[src/rtl/tmr_pkg.sv]
// Package: shared constants and types for the countdown timer.
// Assumes a 32-bit word bus with byte addressing.
package tmr_pkg;
    localparam int unsigned DATA_W   = 32;
    localparam int unsigned WORD_B   = DATA_W / 8;
    localparam int unsigned WORD_LSB = $clog2(WORD_B);
    localparam int unsigned NREGS    = 4;
    localparam int unsigned SEL_W    = $clog2(NREGS);
    localparam int unsigned MAP_BITS = WORD_LSB + SEL_W;

    // Control bit positions (behavioural: decoded by the counter).
    localparam int unsigned CTL_REPEAT = 0;
    localparam int unsigned CTL_RUN    = 2;

    typedef enum logic [SEL_W-1:0] {
        SEL_STAT = 2'd0,
        SEL_CTRL = 2'd1,
        SEL_RELD = 2'd2,
        SEL_LIVE = 2'd3
    } reg_sel_e;
endpackage

[src/rtl/tmr_busdec.sv]
// Module: tmr_busdec
// Decodes one bus request into register strobes or an error.
// Purely combinational. Assumes the request is held for one cycle.
module tmr_busdec
    import tmr_pkg::*;
#(
    parameter int unsigned ADDR_W = 8,
    parameter int unsigned NB_W   = 3
) (
    input  logic              req,
    input  logic              we,
    input  logic [ADDR_W-1:0] addr,
    input  logic [NB_W-1:0]   nbytes,
    output logic              wr_stat,
    output logic              wr_ctrl,
    output logic              wr_reld,
    output logic              rd_ok,
    output reg_sel_e          sel,
    output logic              acc_err
);
    logic aligned, in_map, size_ok, legal;

    // Classify the address and the transfer size.
    always_comb begin
        aligned = (addr[WORD_LSB-1:0] == '0);
        in_map  = ((addr >> MAP_BITS) == '0);
        size_ok = (nbytes == NB_W'(WORD_B));
        sel     = reg_sel_e'(addr[MAP_BITS-1:WORD_LSB]);
        legal   = aligned && in_map && size_ok && !(we && sel == SEL_LIVE);
    end

    // Produce strobes for legal accesses and the error for the rest.
    always_comb begin
        acc_err = req && !legal;
        wr_stat = req && legal && we && (sel == SEL_STAT);
        wr_ctrl = req && legal && we && (sel == SEL_CTRL);
        wr_reld = req && legal && we && (sel == SEL_RELD);
        rd_ok   = req && legal && !we;
    end
endmodule

[src/rtl/tmr_regs.sv]
// Module: tmr_regs
// Holds status, control and reload registers and the registered read port.
// Assumes strobes come from tmr_busdec and are mutually exclusive.
module tmr_regs
    import tmr_pkg::*;
(
    input  logic              clk,
    input  logic              rst_n,
    input  logic              wr_stat,
    input  logic              wr_ctrl,
    input  logic              wr_reld,
    input  logic              rd_ok,
    input  logic              acc_err,
    input  reg_sel_e          sel,
    input  logic [DATA_W-1:0] wdata,
    input  logic [DATA_W-1:0] live_cnt,
    output logic [DATA_W-1:0] ctrl_q,
    output logic [DATA_W-1:0] reld_q,
    output logic [DATA_W-1:0] rdata_q,
    output logic              rvalid_q
);
    logic [DATA_W-1:0] stat_q;
    logic [DATA_W-1:0] rd_mux;

    // Store software-written registers.
    always_ff @(posedge clk) begin
        if (!rst_n) begin
            stat_q <= '0;
            ctrl_q <= '0;
            reld_q <= '0;
        end else begin
            if (wr_stat) stat_q <= wdata;
            if (wr_ctrl) ctrl_q <= wdata;
            if (wr_reld) reld_q <= wdata;
        end
    end

    // Select the register being read.
    always_comb begin
        unique case (sel)
            SEL_STAT: rd_mux = stat_q;
            SEL_CTRL: rd_mux = ctrl_q;
            SEL_RELD: rd_mux = reld_q;
            default:  rd_mux = live_cnt;
        endcase
    end

    // Register the read data and its valid flag.
    always_ff @(posedge clk) begin
        if (!rst_n) begin
            rdata_q  <= '0;
            rvalid_q <= 1'b0;
        end else begin
            rvalid_q <= rd_ok;
            if (rd_ok) rdata_q <= rd_mux;
        end
    end

    a_r4_err_keeps_regs: assert property (@(posedge clk) disable iff (!rst_n)
        acc_err |=> ($stable(stat_q) && $stable(ctrl_q) && $stable(reld_q)));
    a_r4_err_no_rvalid: assert property (@(posedge clk) disable iff (!rst_n)
        acc_err |=> !rvalid_q);
    a_r3_read_valid: assert property (@(posedge clk) disable iff (!rst_n)
        rd_ok |=> rvalid_q);
endmodule

[src/rtl/tmr_count.sv]
// Module: tmr_count
// Live down-counter with optional refill, plus the registered interrupt.
// Assumes tick is a single-cycle strobe and the control inputs are registered.
module tmr_count
    import tmr_pkg::*;
(
    input  logic              clk,
    input  logic              rst_n,
    input  logic              tick,
    input  logic              run,
    input  logic              repeat_en,
    input  logic [DATA_W-1:0] reld,
    output logic [DATA_W-1:0] cnt_q,
    output logic              irq_q
);
    logic [DATA_W-1:0] cnt_nxt;

    // Work out the count that follows this cycle.
    always_comb begin
        cnt_nxt = cnt_q;
        if (tick && run) begin
            if (cnt_q != '0)    cnt_nxt = cnt_q - 1'b1;
            else if (repeat_en) cnt_nxt = reld;
        end
    end

    // Update the count and refresh the interrupt on every tick.
    always_ff @(posedge clk) begin
        if (!rst_n) begin
            cnt_q <= '0;
            irq_q <= 1'b0;
        end else begin
            cnt_q <= cnt_nxt;
            if (tick) irq_q <= (cnt_nxt == '0) && repeat_en;
        end
    end

    a_r5_hold_without_tick: assert property (@(posedge clk) disable iff (!rst_n)
        !(tick && run) |=> $stable(cnt_q));
    a_r6_decrement: assert property (@(posedge clk) disable iff (!rst_n)
        (tick && run && cnt_q != '0) |=> (cnt_q == $past(cnt_q) - 1'b1));
    a_r7_refill: assert property (@(posedge clk) disable iff (!rst_n)
        (tick && run && cnt_q == '0 && repeat_en) |=> (cnt_q == $past(reld)));
    a_r7_stay_zero: assert property (@(posedge clk) disable iff (!rst_n)
        (tick && run && cnt_q == '0 && !repeat_en) |=> (cnt_q == '0));
    a_r8_irq_on_tick: assert property (@(posedge clk) disable iff (!rst_n)
        tick |=> (irq_q == ((cnt_q == '0) && $past(repeat_en))));
    a_r8_irq_hold: assert property (@(posedge clk) disable iff (!rst_n)
        !tick |=> $stable(irq_q));
endmodule

[src/rtl/tmr_countdown.sv]
// Module: tmr_countdown (top)
// Countdown timer with a four-register word bus and one interrupt.
// Assumes full-word accesses; a control write applies from the next cycle.
module tmr_countdown
    import tmr_pkg::*;
#(
    parameter int unsigned ADDR_W = 8,
    parameter int unsigned NB_W   = 3
) (
    input  logic              clk,
    input  logic              rst_n,
    input  logic              tick_en,
    input  logic              bus_req,
    input  logic              bus_we,
    input  logic [ADDR_W-1:0] bus_addr,
    input  logic [NB_W-1:0]   bus_nbytes,
    input  logic [31:0]       bus_wdata,
    output logic [31:0]       bus_rdata,
    output logic              bus_rvalid,
    output logic              bus_err,
    output logic              irq
);
    logic              wr_stat, wr_ctrl, wr_reld, rd_ok;
    reg_sel_e          sel;
    logic [DATA_W-1:0] ctrl_q, reld_q, cnt_q;

    tmr_busdec #(.ADDR_W(ADDR_W), .NB_W(NB_W)) u_dec (
        .req(bus_req), .we(bus_we), .addr(bus_addr), .nbytes(bus_nbytes),
        .wr_stat(wr_stat), .wr_ctrl(wr_ctrl), .wr_reld(wr_reld),
        .rd_ok(rd_ok), .sel(sel), .acc_err(bus_err)
    );

    tmr_regs u_regs (
        .clk(clk), .rst_n(rst_n),
        .wr_stat(wr_stat), .wr_ctrl(wr_ctrl), .wr_reld(wr_reld),
        .rd_ok(rd_ok), .acc_err(bus_err), .sel(sel),
        .wdata(bus_wdata), .live_cnt(cnt_q),
        .ctrl_q(ctrl_q), .reld_q(reld_q),
        .rdata_q(bus_rdata), .rvalid_q(bus_rvalid)
    );

    tmr_count u_cnt (
        .clk(clk), .rst_n(rst_n), .tick(tick_en),
        .run(ctrl_q[CTL_RUN]), .repeat_en(ctrl_q[CTL_REPEAT]),
        .reld(reld_q), .cnt_q(cnt_q), .irq_q(irq)
    );

    a_r9_reload_write_no_load: assert property (@(posedge clk) disable iff (!rst_n)
        (wr_reld && !tick_en) |=> $stable(cnt_q));
endmodule

[config.mk]
export PLATFORM = sky130hd
export DESIGN_NAME = tmr_countdown
export DESIGN_NICKNAME = d
export VERILOG_FILES = /design/src/rtl/tmr_pkg.sv /design/src/rtl/tmr_busdec.sv /design/src/rtl/tmr_regs.sv /design/src/rtl/tmr_count.sv /design/src/rtl/tmr_countdown.sv
export SDC_FILE = /design/constraint.sdc
export NUM_CORES = 1
export LEC_CHECK = 0
export ABC_CLOCK_PERIOD_IN_PS = 4000
export BUFFER_PORTS_ARGS = -buffer_cell sky130_fd_sc_hd__buf_2
export CORE_MARGIN = 2
export CORE_UTILIZATION = 42
export DETAILED_ROUTE_END_ITERATION = 10
export HOLD_SLACK_MARGIN = 0.02
export SYNTH_ARGS = -nofsm -noshare
export SYNTH_HDL_FRONTEND = slang
export SYNTH_HIERARCHICAL = 1
export SYNTH_SLANG_ARGS = --single-unit
[constraint.sdc]
create_clock -name clk -period 4 [get_ports clk]
set_input_delay 1 -clock clk [delete_from_list [all_inputs] [get_ports clk]]
set_output_delay 1 -clock clk [all_outputs]
set_load 0.03 [all_outputs]
==> results.yml, run 1 <==
floorplan:
  io_pins: 83
  rows: 52
  core-area_um2: 20200
  dieWidth_um: 147
  initial_core_util: 0.428
  die_y_um: 147
  dieArea_um2: 21700
critical_path:
  crit_required_ps: 4370
  worst_setup_path_end_kind: "flop"
  worst-setup-path-type: "flop to flop"
  critPathMaxStageDelay_ps: 530
  crit_slowest_cell: "nor4_4"
  crit_family: "simple AND/OR/NAND/NOR gates"
  crit_fanout: 23
  path_buf_inv: 1
  crit_chain: "nor4_4, nand4_2, nor3_4, buf_4, o41ai_1, a21o_2, or3_2, or4_1, o21ai_1"
  arrival_ps: 3810
  ff2ff_setup_slack_ps: 560
  start_kind: "flop"
logic_synthesis:
  synthSimpleGateAreaFrac: 0.248
  synthAdderAreaFrac: 0.00290
  synth_top_area_cell: "dfxtp_1"
  synth_compound_area_frac: 0.134
  async_flop_share: 0
  syn_inst: 863
  yosysWarnings: 6
  synth_edf_count: 0
  ys_seq_elements: 162
  synth.yosys.seq_area_share: 0.376
  ys.flop_type: "dfxtp_1"
  syn-cell-area_um2: 8620
  synth.distinct_cells: 84
  synthXorXnorAreaFrac: 0
  synthMuxAreaShare: 0.188
  yosys-top-cells-count: "162 x dfxtp_1, 160 x mux2i_1, 97 x nor2b_1"
  netlist_top_cells_area: "dfxtp_1 38%, mux2i_1 19%, nor2b_1 7.0%"
  synth_most_common_cell: "dfxtp_1"
  syn-num-nets: 913
  synth_top_family_by_area: "simple AND/OR/NAND/NOR gates"
  synth_top_cell_area_share: 0.376
  avgSynthCellArea_um2: 9.99
place:
  hpwl_mm: 14.9
  io_buffers: 82
  gp_congestion: 0.911
  place_area_um2: 9150
grt:
  grt.met3_usage: 0.0413
  grt_pass1_vias: 6422
  overflow: 0
  grt_first_pass_wirelength_mm: 36.6
  grt_max_degree: 69
  busiest_layer: "met2"
  grtUsageMet1: 0.297
  antenna_found_initial: 0
  track_usage: 0.213
  use_met2: 0.334
pwr:
  cellInternalPower_w: 0.00273
  power.switching_w: 0.000773
  switching_share: 0.220
  combPwrFrac: 0.051
  ir_drop_mv: 0.294
  powerDensity_nw_per_um2: 359
  leakage_nw: 3.48
  seq_power_share: 0.461
  clockPowerShare: 0.488
clock_tree:
  cts_htree_levels: 4
  cts_setup_buffers: 0
  ctsHoldBuffers: 0
  cts_made_buffers: 17
  clk_latency_ps: 430
  tritoncts: "yes"
  cts_root_buffer: "clkbuf_16"
  cts_buffer_depth: 2
  cts_sinks: 162
  clk_pin_slew_worst_paths_ps: 70
  post_cts_resized: 0
route:
  wirelength_mm: 22.8
  antenna_left: 0
  vias: 6796
  wire_per_inst_um: 19.1
  drc: 0
  viasPerCell: 5.69
  drtIter0Drc: 473
  firstDrtPassIters: 6
final_layout:
  final_layout_size_suffix_gt1_frac: 0.217
  nNetsFinal: 966
  design_area_um2: 9750
  area_growth_pct: 13.1
  num_antenna_cells: 0
sta:
  rsz0062_at_grt: "false"
  clock.fmax_mhz: 291
  fin_crit_ps: 3440
  min_period_over_period: 0.861
  setup-violations-final: 0
  final-max-slew-violation-count: 0
  finalSetupTns_ps: 0
  final.setup_skew_ps: 11.0
  relSlewSlack: 0.397
  hold_viol_final: 0
  tightest_slew_ps: 902
hold_path:
  hold_class: "flop to flop"
flow_run:
  drv_cap: 0
status:
  outcome: "complete, no violations"
routing by layer:
metal,vias to the layer above,wire (um)
met1,3267,11000
met2,179,10500
met3,22,1030
met4,0,280
li1,3328,-
met5,-,0
kinds of logic (layout without fill, tap and decap cells):
logic type      Yosys count  count (layout)
compound gates          129             129
fa+ha+maj                 2               2
buf+inv                  75             137
flops                   162             162
mux                     162             162
simple gates            333             333
sequential cells by signal (all words and copies together), names as in the netlist:
name / count
u_cnt/cnt_q: 32
u_regs/stat_q: 32
u_regs/rdata_q: 32
u_cnt/irq_q: 1
u_regs/rvalid_q: 1
u_regs/reld_q: 32
u_regs/ctrl_q: 32
placed cells by master (no fill, tap or decap), drive strengths merged, types with 7 or more instances in the layout:
cell type | Yosys | final
and2 | 14 | 14
nand2b | 7 | 7
or3 | 12 | 12
nand4 | 17 | 17
or4 | 7 | 7
nor3 | 21 | 21
dfxtp | 162 | 162
o221ai | 32 | 32
nand3b | 34 | 34
o22ai | 9 | 9
mux2i | 160 | 160
buf | 46 | 103
clkbuf | 23 | 19
nand3 | 20 | 20
nand2 | 15 | 15
nor2 | 43 | 43
a21oi | 19 | 19
nor2b | 97 | 97
nor4 | 23 | 23
o21ai | 20 | 20
power by group through the flow:
stage               clock network (W)  logic, W  registers (W)
global route                  0.00181  0.000192        0.00161
CTS                           0.00175  0.000177        0.00161
floorplan                           0  0.000114        0.00165
finish                        0.00171  0.000178        0.00162
global placement                    0  0.000176        0.00165
detailed placement                  0  0.000177        0.00165
layout make-up:
class | count | area (um^2)
clock buffer | 19 | 443
fill | 1994 | 10400
timing repair buffer | 103 | 573
inverter | 6 | 22.5
multi-input combinational | 626 | 4970
tap | 270 | 338
sequential | 162 | 3240
clock inverter | 9 | 160
worst reg2reg max path: stages, from the launching register on:
cell,delay (ps)
dfxtp_1,400
nor4_4,530
nand4_2,290
nor3_4,480
buf_4,360
o41ai_1,100
a21o_2,220
or3_2,480
or4_1,400
o21ai_1,120
metrics by stage:
stage	worst slack (ps)	hold slack [ps]	cells	power, W	util
CTS	605	500	1195	0.00354	0.483
floorplan	907	482	863	0.00176	-
detailed placement	542	484	1167	0.00183	0.454
global route	318	516	1195	0.00362	0.483
finish	558	497	1195	0.00351	0.483
global placement	529	483	1167	0.00183	0.454
final timing paths:
path | startpoint | to | cells past startpoint
setup / recovery | u_cnt/cnt_q[6] | u_cnt/irq_q | 9
hold / removal | u_regs/rdata_q[31] | u_regs/rdata_q[31] | 2
setup reg to reg | u_cnt/cnt_q[6] | u_cnt/irq_q | 9
hold reg to reg | u_regs/rdata_q[31] | u_regs/rdata_q[31] | 2
No activity file was read; power rests on OpenSTA's default activity.
==> inputs of run 2 (changes only) <==
--- a/config.mk
+++ b/config.mk
@@ -5,7 +5,8 @@
 export SDC_FILE = /design/constraint.sdc
 export NUM_CORES = 1
 export LEC_CHECK = 0
-export ABC_CLOCK_PERIOD_IN_PS = 4000
+export ABC_AREA = 1
+export ABC_CLOCK_PERIOD_IN_PS = 4200
 export BUFFER_PORTS_ARGS = -buffer_cell sky130_fd_sc_hd__buf_2
 export CORE_MARGIN = 2
 export CORE_UTILIZATION = 42
==> constraint.sdc (replaced) <==
create_clock -name clk -period 4.2 [get_ports clk]
set_input_delay 1.05 -clock clk [delete_from_list [all_inputs] [get_ports clk]]
set_output_delay 1.05 -clock clk [all_outputs]
set_load 0.03 [all_outputs]
==> results.yml, run 2 <==
floorplan:
  rows: 52
  core-area_um2: 20100
  initial_core_util: 0.425
  io_pins: 83
  dieArea_um2: 21500
  die_y_um: 147
  dieWidth_um: 147
sta:
  fin_crit_ps: 2980
  relSlewSlack: 0.332
  rsz0062_at_grt: "false"
  clock.fmax_mhz: 335
  hold_slack_ps: 468
  min_period_over_period: 0.710
  tightest_slew_ps: 999
  hold_viol_final: 0
  final.setup_skew_ps: 10.9
  finalSetupTns_ps: 0
  final-max-slew-violation-count: 0
  setup-violations-final: 0
route:
  wirelength_mm: 29.0
  wire_per_inst_um: 17.1
  vias: 9126
  firstDrtPassIters: 7
  viasPerCell: 5.37
  antenna_left: 0
  drtIter0Drc: 917
  drc: 0
final_layout:
  num_antenna_cells: 0
  final_layout_size_suffix_gt1_frac: 0.118
  fin_util: 0.480
  nNetsFinal: 1465
  final_cell_mix: "334 x nor2_1, 318 x nand2_1, 162 x dfxtp_1"
  area_growth_pct: 13.0
  mostFrequentLayoutCell: "nor2_1"
logic_synthesis:
  yosysWarnings: 6
  synth.yosys.seq_area_share: 0.380
  synth_top_cell_area_share: 0.380
  yosys-top-cells-count: "338 x nor2_1, 318 x nand2_1, 162 x dfxtp_1"
  syn-cell-area_um2: 8540
  async_flop_share: 0
  syn_inst: 1379
  netlist_top_cells_area: "dfxtp_1 38%, nor2_1 15%, nand2_1 14%"
  synth.distinct_cells: 27
  ys_seq_elements: 162
  syn-num-nets: 1429
  avgSynthCellArea_um2: 6.19
  synth_edf_count: 0
  synth_most_common_cell: "nor2_1"
  ys.flop_type: "dfxtp_1"
  synth_top_area_cell: "dfxtp_1"
critical_path:
  crit_family: "buffers and inverters"
  path_buf_inv: 2
  worst_setup_path_end_kind: "output port"
  ff2ff_setup_slack_ps: 1390
  crit_required_ps: 3150
  worst-setup-path-type: "input port to output port"
  start_kind: "input port"
  critPathMostFrequentCell: "buf_2"
  r2r-end: "u_cnt/irq_q"
  crit_slowest_cell: "buf_2"
  critPathMaxStageDelay_ps: 300
  crit_chain: "buf_2, nand3_1, nand3_2, nor2_2, nor2_1, buf_2"
  r2r_cells: 16
  r2r-start: "u_cnt/cnt_q[0]"
  arrival_ps: 1930
  crit_fanout: 19
pwr:
  leakage_nw: 4.75
  powerDensity_nw_per_um2: 341
  ir_drop_mv: 0.251
clock_tree:
  cts_htree_levels: 4
  cts_root_buffer: "clkbuf_16"
  clk_latency_ps: 440
  cts_made_buffers: 17
  post_cts_resized: 0
  cts_setup_buffers: 0
  cts_buffer_depth: 2
  tritoncts: "yes"
  ctsHoldBuffers: 0
  clk_pin_slew_worst_paths_ps: 70
  cts_sinks: 162
hold_path:
  hold_class: "flop to flop"
  holdPathStages: 2
  whs_endpoint: "u_regs/rdata_q[4]"
  min-delay-start: "u_regs/rdata_q[4]"
grt:
  antenna_found_initial: 0
  grt_max_degree: 74
  grt_first_pass_wirelength_mm: 45.1
  overflow: 0
  grt_pass1_vias: 8184
  track_usage: 0.268
place:
  gp_congestion: 0.909
  hpwl_mm: 19.7
  io_buffers: 82
flow_run:
  drv_cap: 0
status:
  outcome: "complete, no violations"
==> run 2: power breakdown <==
group          total [W]  leakage [nW]  internal (W)  switching (W)
clock network    0.00162         0.301      0.000861       0.000757
logic           0.000140          3.15     0.0000382       0.000102
registers        0.00153          1.30       0.00153    0.000000216
==> run 2: logic make-up (layout without fill, tap and decap cells) <==
family          Yosys count  in the layout  share of synthesized area
simple gates            805            805                      0.385
compound gates          258            258                      0.152
flops                   162            162                      0.380
buf+inv                 144            193                     0.0720
xor+xnor                  7              7                    0.00718
fa+ha+maj                 2              2                    0.00293
mux                       1              1                    0.00117
==> run 2: cell type report <==
type | count | area, um^2
Timing Repair Buffer | 98 | 531
Clock inverter | 15 | 184
Fill cell | 2127 | 10500
Clock buffer | 17 | 425
Multi-Input combinational cell | 1073 | 4690
Inverter | 63 | 236
Tap cell | 270 | 338
Sequential cell | 162 | 3240
==> run 2: metrics by stage <==
step           total power [W]  std cells  worst slack (ps)  cell area [um^2]
2_1_floorplan          0.00165       1379              1510              8540
3_3_place_gp           0.00171       1666              1010              9040
3_5_place_dp           0.00171       1666               989              9040
4_1_cts                0.00332       1698              1210              9650
5_1_grt                0.00340       1698              1100              9650
6_report               0.00329       1698              1220              9650
==> run 2: worst max-delay path by stage <==
stage                      from                 end  slack (ps)  cells past startpoint
finish              bus_addr[3]             bus_err        1220                      6
global route        bus_addr[3]             bus_err        1100                      6
CTS                 bus_addr[3]             bus_err        1210                      6
detailed placement  bus_addr[2]  u_regs/rdata_q[29]         990                      6
global placement    bus_addr[2]   u_regs/rdata_q[5]        1010                      6
floorplan                bus_we             bus_err        1510                      4
==> run 2: layer usage <==
metal / track usage / routed length, um / up-vias / share of wire
li1: - / - / 4481 / -
met1: 0.399 / 13500 / 4232 / 0.47
met2: 0.394 / 12600 / 363 / 0.43
met3: 0.0431 / 2110 / 50 / 0.073
met4: 0.0864 / 733 / 0 / 0.025
met5: 0 / 0 / - / 0
==> run 2: worst register-to-register path, stage by stage (launching register included) <==
cell and delay, ps:
dfxtp_1 340, inv_1 150, ha_1 240, nand2_1 70, nor2_1 130, nand2_2 90
nor2_4 620, nand2_1 130, nand3_1 160, nand2_1 60, nor2_1 150, nand2_1 80
nor2_1 130, nand2_1 90, nor2_1 140, nand2_1 60, a21oi_1 110
==> inputs of run 3 (changes only) <==
--- a/config.mk
+++ b/config.mk
@@ -5,8 +5,8 @@
 export SDC_FILE = /design/constraint.sdc
 export NUM_CORES = 1
 export LEC_CHECK = 0
-export ABC_AREA = 1
-export ABC_CLOCK_PERIOD_IN_PS = 4200
+export ABC_AREA = 0
+export ABC_CLOCK_PERIOD_IN_PS = 2400
 export BUFFER_PORTS_ARGS = -buffer_cell sky130_fd_sc_hd__buf_2
 export CORE_MARGIN = 2
 export CORE_UTILIZATION = 42
==> constraint.sdc (replaced) <==
create_clock -name clk -period 2.4 [get_ports clk]
set_input_delay 0.6 -clock clk [delete_from_list [all_inputs] [get_ports clk]]
set_output_delay 0.6 -clock clk [all_outputs]
set_load 0.03 [all_outputs]
==> results.yml, run 3 (synthesis results as in run 1) <==
status:
  outcome: "complete, but fails checks"
  violations: "setup timing"
critical_path:
  arrival_ps: 3210
  worst_setup_path_end_kind: "flop"
  r2r_cells: 8
  crit_required_ps: 2770
  worst-setup-path-type: "flop to flop"
  start_kind: "flop"
  ff2ff_setup_slack_ps: -440
  r2r-end: "u_cnt/irq_q"
  crit_fanout: 6
  r2r-start: "u_cnt/cnt_q[0]"
route:
  wire_per_inst_um: 18.0
  drc: 0
  wirelength_mm: 24.4
  drtIter0Drc: 505
  vias: 7361
  antenna_left: 0
  firstDrtPassIters: 7
  viasPerCell: 5.44
grt:
  overflow: 0
  track_usage: 0.226
  grt_max_degree: 66
  grt_first_pass_wirelength_mm: 39.1
  grt_pass1_vias: 7238
  antenna_found_initial: 0
clock_tree:
  clk_latency_ps: 430
  cts_made_buffers: 17
  cts_buffer_depth: 2
  ctsHoldBuffers: 0
  tritoncts: "yes"
  cts_root_buffer: "clkbuf_16"
  clk_pin_slew_worst_paths_ps: 70
  cts_sinks: 162
  cts_htree_levels: 4
place:
  place_inst: 1312
  place_area_um2: 10400
  io_buffers: 82
  gp_congestion: 0.916
  hpwl_mm: 17.4
floorplan:
  io_pins: 83
  dieWidth_um: 147
  rows: 52
  dieArea_um2: 21700
  die_y_um: 147
  initial_core_util: 0.428
  core-area_um2: 20200
sta:
  finalSetupTns_ps: -548
  tightest_slew_ps: 506
  layout_setup_ws_ps: -444
  final.setup_skew_ps: 9.77
  clock.fmax_mhz: 352
  setup-violations-final: 2
  fin_crit_ps: 2840
  relSlewSlack: 0.657
  final-max-slew-violation-count: 0
  min_period_over_period: 1.18
  hold_viol_final: 0
  rsz0062_at_grt: "true"
final_layout:
  num_antenna_cells: 0
  design_area_um2: 11200
  layout.cells.non_filler: 1353
  nNetsFinal: 1120
  area_growth_pct: 30.4
  nFillCells: 1878
  final_cell_mix: "160 x mux2i_1, 158 x buf_4, 157 x dfxtp_1"
  regArea_um2: 3250
  multi_input_area_um2: 5130
  final_layout_size_suffix_gt1_frac: 0.350
  mostFrequentLayoutCell: "mux2i_1"
hold_path:
  hold_class: "input port to flop"
  min-delay-start: "bus_wdata[25]"
  holdPathStages: 3
  whs_endpoint: "u_regs/stat_q[25]"
pwr:
  powerDensity_nw_per_um2: 516
  ir_drop_mv: 0.469
  total_power_w: 0.00580
  leakage_nw: 4.34
flow_run:
  drv_cap: 0
-- run 3: cell count changes in the layout (fill, tap and decap cells not counted), sizes merged, moves of 14 or more --
| cell | before | now |
|---|---|---|
| nor2b | 0 | 97 |
| nand2 | 327 | 15 |
| o21ai | 183 | 20 |
| o221ai | 0 | 32 |
| nor4 | 0 | 23 |
| mux2i | 1 | 160 |
| and2 | 0 | 14 |
| nor2 | 357 | 43 |
| inv | 71 | 8 |
| buf | 98 | 257 |
| nor3 | 0 | 21 |
| nand3 | 104 | 20 |
| nand3b | 0 | 34 |
| a21oi | 75 | 19 |
-- run 3: power breakdown --
| part | internal, W | switching [W] |
|---|---|---|
| logic | 0.000166 | 0.000193 |
| clock network | 0.00160 | 0.00115 |
| registers | 0.00269 | 0.00000143 |
| total | 0.00446 | 0.00134 |
-- run 3: routing by layer --
| metal | GRT usage | wire length [um] | vias up |
|---|---|---|---|
| met4 | 0.0644 | 300 | 0 |
| li1 | - | - | 3631 |
| met3 | 0.0292 | 913 | 23 |
| met1 | 0.315 | 11700 | 3546 |
| met2 | 0.368 | 11500 | 161 |
| met5 | 0 | 0 | - |
-- run 3: how the worst max path moves through the flow --
stage,start,end,slack (ps)
6_report,u_cnt/cnt_q[0],u_cnt/irq_q,-440
5_1_grt,u_cnt/cnt_q[9],u_cnt/irq_q,-530
4_1_cts,u_cnt/cnt_q[0],u_cnt/irq_q,-440
3_5_place_dp,u_cnt/cnt_q[0],u_cnt/irq_q,-510
3_3_place_gp,u_cnt/cnt_q[8],u_cnt/irq_q,-460
2_1_floorplan,u_cnt/cnt_q[8],u_cnt/irq_q,-430
-- run 3: area by class of cell --
type | count | share of cell area
clock buffers | 22 | 0.0413
clock inverters | 10 | 0.0111
inverters | 6 | 0.00200
multi-input cells | 626 | 0.457
flip-flops and latches | 162 | 0.289
well taps | 270 | 0.0300
repair buffers | 257 | 0.170
-- run 3: repair_timing --
item	4_1_cts	5_1_grt
pin swaps	9	16
cloned	0	0
endpoints found under the setup margin	5	11
buffers inserted	4	7
gates resized for setup	11	33
-- run 3: worst max-delay path, cell delays in order, from the launching register on --
cell,delay [ps]
dfxtp_2,320
or4_4,530
buf_6,160
buf_6,110
or3_4,370
o221a_1,240
or4_1,530
or4_1,410
o21ai_1,130
-- run 3: through the flow --
step	hold WS, ps	setup WS, ps	utilization
after detailed placement	481	-515	0.516
after global routing	466	-534	0.557
after CTS	450	-442	0.549
final	461	-444	0.557
after floorplan	482	-433	-
after global placement	480	-456	0.516
